==> config.mk <==
export PLATFORM = sky130hd
export DESIGN_NAME = scb_ctrl
export DESIGN_NICKNAME = d
export VERILOG_FILES = /design/src/rtl/scb_ctrl.sv
export SDC_FILE = /design/constraint.sdc
export NUM_CORES = 1
export LEC_CHECK = 0
export BUFFER_PORTS_ARGS = -buffer_cell sky130_fd_sc_hd__buf_4
export CORE_MARGIN = 2
export CORE_UTILIZATION = 53
export CTS_BUF_LIST = sky130_fd_sc_hd__clkbuf_2 sky130_fd_sc_hd__clkbuf_4 sky130_fd_sc_hd__clkbuf_8
export CTS_CLUSTER_DIAMETER = 120
export DETAILED_ROUTE_END_ITERATION = 8
export PLACE_DENSITY = 0.86
export SYNTH_ARGS = -nofsm -noshare
export SYNTH_HDL_FRONTEND = slang
export SYNTH_SLANG_ARGS = --single-unit
export TNS_END_PERCENT = 100
==> constraint.sdc <==
create_clock -name clk -period 3.6 [get_ports clk]
set_input_delay 0.36 -clock clk [delete_from_list [all_inputs] [get_ports clk]]
set_output_delay 0.36 -clock clk [all_outputs]
set_load 0.01 [all_outputs]
==> src/rtl/scb_ctrl.sv <==
module scb_ctrl #(
  parameter int AW = 16,
  parameter int PW = 32,
  parameter int CW = 4
) (
  input  logic          clk,
  input  logic          rst_n,
  input  logic          ca,
  input  logic [AW-1:0] scb_base,
  output logic          mem_en,
  output logic          mem_we,
  output logic [AW-1:0] mem_addr,
  output logic [15:0]   mem_wdata,
  input  logic [15:0]   mem_rdata,
  output logic [PW-1:0] cmd_ptr,
  output logic          cu_start,
  output logic          irq
);
  localparam logic [PW-1:0] NULLP = '1;
  localparam logic [CW-1:0] PMAX  = '1;
  localparam logic [2:0] CU_IDLE = 3'd0, CU_SUSP = 3'd1, CU_ACT = 3'd2;
  localparam logic [2:0] RU_RDY = 3'd0, RU_SUSP = 3'd1;

  typedef enum logic [2:0] {S_IDLE, S_RCMD, S_DEC, S_CLR, S_RLO, S_RHI, S_LD, S_WST} st_t;

  st_t st;
  logic [CW-1:0] pend, pend_n;
  logic [2:0] cu_st, ru_st, cu_n, ru_n;
  logic [3:0] flags, flags_n;
  logic [PW-1:0] ptr;
  logic [15:0] lo_q;
  logic start_q, srst;

  assign cmd_ptr  = ptr;
  assign cu_start = start_q;
  assign irq      = |flags;

  always_comb begin
    pend_n = pend;
    if (ca && pend != PMAX) pend_n = pend_n + 1'b1;
    if (st == S_WST) pend_n = pend_n - 1'b1;
  end

  always_comb begin
    flags_n = flags & ~mem_rdata[15:12];
    cu_n = cu_st;
    ru_n = ru_st;
    srst = mem_rdata[7];
    case (mem_rdata[10:8])
      3'd1: cu_n = CU_ACT;
      3'd4: begin cu_n = CU_SUSP; flags_n[1] = 1'b1; end
      default: ;
    endcase
    case (mem_rdata[6:4])
      3'd1, 3'd2: ru_n = RU_RDY;
      3'd3, 3'd4: begin ru_n = RU_SUSP; flags_n[0] = 1'b1; end
      default: ;
    endcase
    if (srst) begin
      cu_n = CU_IDLE;
      ru_n = RU_SUSP;
      flags_n = '0;
    end
  end

  always_comb begin
    mem_en = 1'b0;
    mem_we = 1'b0;
    mem_addr = scb_base;
    mem_wdata = '0;
    case (st)
      S_RCMD: begin mem_en = 1'b1; mem_addr = scb_base + AW'(1); end
      S_CLR:  begin mem_en = 1'b1; mem_we = 1'b1; mem_addr = scb_base + AW'(1); end
      S_RLO:  begin mem_en = 1'b1; mem_addr = scb_base + AW'(2); end
      S_RHI:  begin mem_en = 1'b1; mem_addr = scb_base + AW'(3); end
      S_WST:  begin
        mem_en = 1'b1; mem_we = 1'b1;
        mem_wdata = {flags, 1'b0, cu_st, 1'b0, ru_st, 4'b0000};
      end
      default: ;
    endcase
  end

  always_ff @(posedge clk) begin
    if (!rst_n) begin
      st <= S_IDLE;
      pend <= '0;
      cu_st <= CU_IDLE;
      ru_st <= RU_SUSP;
      flags <= '0;
      ptr <= NULLP;
      lo_q <= '0;
      start_q <= 1'b0;
    end else begin
      pend <= pend_n;
      start_q <= (st == S_LD);
      case (st)
        S_IDLE: if (pend != '0) st <= S_RCMD;
        S_RCMD: st <= S_DEC;
        S_DEC: begin
          cu_st <= cu_n;
          ru_st <= ru_n;
          flags <= flags_n;
          if (srst) ptr <= NULLP;
          st <= S_CLR;
        end
        S_CLR: st <= (cu_st != CU_SUSP && ptr == NULLP) ? S_RLO : S_WST;
        S_RLO: st <= S_RHI;
        S_RHI: begin lo_q <= mem_rdata; st <= S_LD; end
        S_LD: begin ptr <= PW'({mem_rdata, lo_q}); st <= S_WST; end
        S_WST: st <= S_IDLE;
        default: st <= S_IDLE;
      endcase
    end
  end

  logic rd_cmd;
  assign rd_cmd = mem_en && !mem_we && mem_addr == scb_base + AW'(1);


  cmd_clear_chk: assert property (@(posedge clk) disable iff (!rst_n)
    $past(rd_cmd, 2) |-> (mem_en && mem_we && mem_wdata == 16'h0 && mem_addr == $past(mem_addr, 2)));

  start_one_chk: assert property (@(posedge clk) disable iff (!rst_n)
    cu_start |=> !cu_start);

  start_unsusp_chk: assert property (@(posedge clk) disable iff (!rst_n)
    cu_start |-> cu_st != CU_SUSP);

  cu_legal_chk: assert property (@(posedge clk) disable iff (!rst_n)
    cu_st <= CU_ACT);

  pend_chk: assert property (@(posedge clk) disable iff (!rst_n)
    (mem_we && mem_addr == scb_base) |-> pend != '0);

  irq_drop_chk: assert property (@(posedge clk) disable iff (!rst_n)
    $fell(irq) |-> $past(st == S_DEC));
endmodule

==> run_results.csv <==
group,metric,value,unit
timing,slew_headroom,28.4,%
timing,finalCritPeriodShare,87.9,%
synthesis,syn_avg_cell_area,8.82,um2
timing,report.final.slew_viol_count,0,
drt,drc,0,
clock_tree,cts_root_buf,"clkbuf_8",
synthesis,yosys-mux-area-fraction,1.97,%
outcome,status,"finished clean",
critical_path,rr_worst_depth,4,
grt,grt_max_degree,33,
critical_path,arrival,2.80,ns
timing,min_period,3.16,ns
cells_and_area,final_nets,492,
cells_and_area,n_antenna_cell,0,
critical_path,critPathLaunchType,"flop",
synthesis,ys_types,65,
drt,wire_per_inst,16.2,um
synthesis,synth_compound_area_share,23.0,%
synthesis,yosysTopAreaCell,"dfxtp_1",
drt,drtPass1Iterations,5,
synthesis,ys_ff_latch,63,
floorplan,core.rowCount,28,
floorplan,fp.dieH,82.2,um
synthesis,syn_inst,367,
place,portBuffers,93,
synthesis,netlist.area_leader.share,39.0,%
floorplan,core_area,0.00592,mm2
timing,finalWorstSetupSlack,0.435,ns
grt,grt_first_pass_wirelength,13300,um
place,gp_congestion,0.878,
synthesis,synth_edf_count,0,
grt,track_usage,26.0,%
hold_path,hold_depth,2,
timing,setup_violations,0,
synthesis,ys_warn_count,0,
drt,antenna_left,0,
clock_tree,clk_pin_slew,0.06,ns
floorplan,initial_utilization,54.7,%
synthesis,synth_xor_area_share,4.21,%
floorplan,die_width,82.2,um
synthesis,async_reset_ff_share,0,%
synthesis,synth_fa_ha_area_share,2.55,%
place,place_ws,0.823,ns
cells_and_area,final_area,0.00409,mm2
run,maxCapViolations,0,
cells_and_area,multiInputGateArea,0.00178,mm2
synthesis,synthesis.area,0.00324,mm2
grt,antenna_found_initial,0,
timing,setup-tns-final,0,ns
timing,skew,0.00670,ns
drt,routed_wl,8580,um
place,place_area,0.00392,mm2
synthesis,ys.flop_type,"dfxtp_1",
synthesis,synthTopCellsByArea,"dfxtp_1, o22a_1, nand2_1, a21oi_1, nand4_1",
clock_tree,numCtsBuffers,9,
power,p_per_area,447,mW/mm2
critical_path,crit_type,"flop to output port",
floorplan,dieArea,0.00675,mm2
timing,max_freq,316,MHz
drt,vias_per_cell,5.93,
clock_tree,cts-resized-gates,0,
clock_tree,htree_levels,3,
synthesis,synth.most_common_cell,"dfxtp_1",
clock_tree,clock-sinks,63,
timing,tightest_slew,1.07,ns
clock_tree,worstSkewPairLatency,0.34,ns
place,dp_hpwl,6220,um
cells_and_area,seq_area,0.00126,mm2
power,leakagePower,1.69,nW
synthesis,yosys.area_share.simple,22.2,%
clock_tree,clockBufferDepth,2,
clock_tree,cts_tree,"built",
cells_and_area,syn2layout_area_growth,26.2,%
grt,gr-total-overflow,0,
cells_and_area,nFillCells,488,
drt,drtIter0Drc,191,
drt,num_vias,3151,
power,peakVddDrop,0.442,mV
grt,first_global_vias,2794,
timing,rsz0062_at_grt,"false",
critical_path,critPathCaptureType,"output port",
critical_path,crit_fanout,17,
synthesis,synth_top_family_by_area,"compound AO/OA/AOI/OAI gates",
hold_path,hold_class,"input port to flop",
synthesis,ys_seq_area_share,39.0,%
clock_tree,holdBufCountCts,0,
timing,hold_viol,0,
clock_tree,cts_setup_buffers,0,
cells_and_area,drive_above_1_share,28.7,%
critical_path,required,3.24,ns
floorplan,boundaryPins,103,
synthesis,synthTopCellsByCount,"dfxtp_1, nand2_1, o22a_1, a21oi_1, nand4_1",
final timing paths:
| path | startpoint | slack [ns] | endpoint |
|---|---|---|---|
| min reg2reg | lo_q[3] | 0.46 | lo_q[3] |
| min | mem_rdata[2] | 0.26 | cmd_ptr[18] |
| max reg2reg | st[1] | 1.50 | cmd_ptr[27] |
| max | st[1] | 0.44 | mem_addr[13] |
cells by family (layout without fill, tap and decap cells):
group | Yosys count | after routing
fa+ha+maj | 6 | 6
compound gates | 99 | 99
flops | 63 | 63
simple gates | 132 | 132
buf+inv | 46 | 127
xor+xnor | 14 | 14
other cells | 1 | 9
mux | 6 | 6
critical path, stage by stage, from the launching register on:
cell	delay, ns
dfxtp_1	0.61
nand2b_1	0.25
nor2_2	0.06
buf_4	0.20
ha_1	0.29
a21oi_1	0.41
o21ai_0	0.18
o2111ai_1	0.20
o2bb2ai_1	0.13
buf_4	0.14
through the flow:
stage | instances | power [mW] | util (%) | hold WS (ns)
2_1_floorplan | 375 | 1.13 | - | 0.437
3_3_place_gp | 515 | 1.29 | 66.1 | 0.446
3_5_place_dp | 515 | 1.31 | 66.1 | 0.449
4_1_cts | 531 | 1.83 | 69.0 | 0.249
5_1_grt | 531 | 1.91 | 69.0 | 0.256
6_report | 531 | 1.83 | 69.0 | 0.259
placed cells by master (no fill, tap or decap), drive strengths merged, types with 2 or more instances in the layout:
cell and n:
ha 5, a211oi 2, o22a 32, clkinvlp 3, nand4 16, nor2 16
a21oi 23, mux2i 3, xor2 4, and3 9, clkbuf 10, buf 97
and4 2, nand2 47, and4b 2, mux2 3, xnor2 9, clkinv 3
a21boi 2, or3b 3, nor3b 3, or2 2, a22oi 2, and2 8
nor4 2, o22ai 3, o221ai 3, a221o 2, nor3 5, a31oi 3
dfxtp 63, conb 9, nand3 8, nand2b 4, inv 14, o21ai 14
cell type report:
| type | count | share of cell area (%) |
|---|---|---|
| multi-input combinational | 266 | 43.6 |
| sequential | 63 | 30.9 |
| timing repair buffer | 97 | 17.8 |
| clock buffer | 10 | 3.22 |
| tap | 75 | 2.30 |
| inverter | 14 | 1.29 |
| clock inverter | 6 | 0.919 |
layer usage:
metal	global-route usage [%]	up-vias	routed length [um]
met2	43.8	135	4180
met5	0	-	0
met3	5.22	15	600
met4	9.00	0	135
li1	-	1495	-
met1	33.3	1506	3670
where the power goes:
group	internal, mW	switching, mW
sequential	0.731	0.0372
clock	0.253	0.266
combinational	0.235	0.304
total	1.22	0.607
registers in the layout, indices dropped and copies added (netlist names):
signal    cells
st            3
lo_q         16
pend          4
cu_st         2
cu_start      1
ru_st         1
cmd_ptr      32
flags         4
Note: power is estimated with default switching activity, not from simulation.
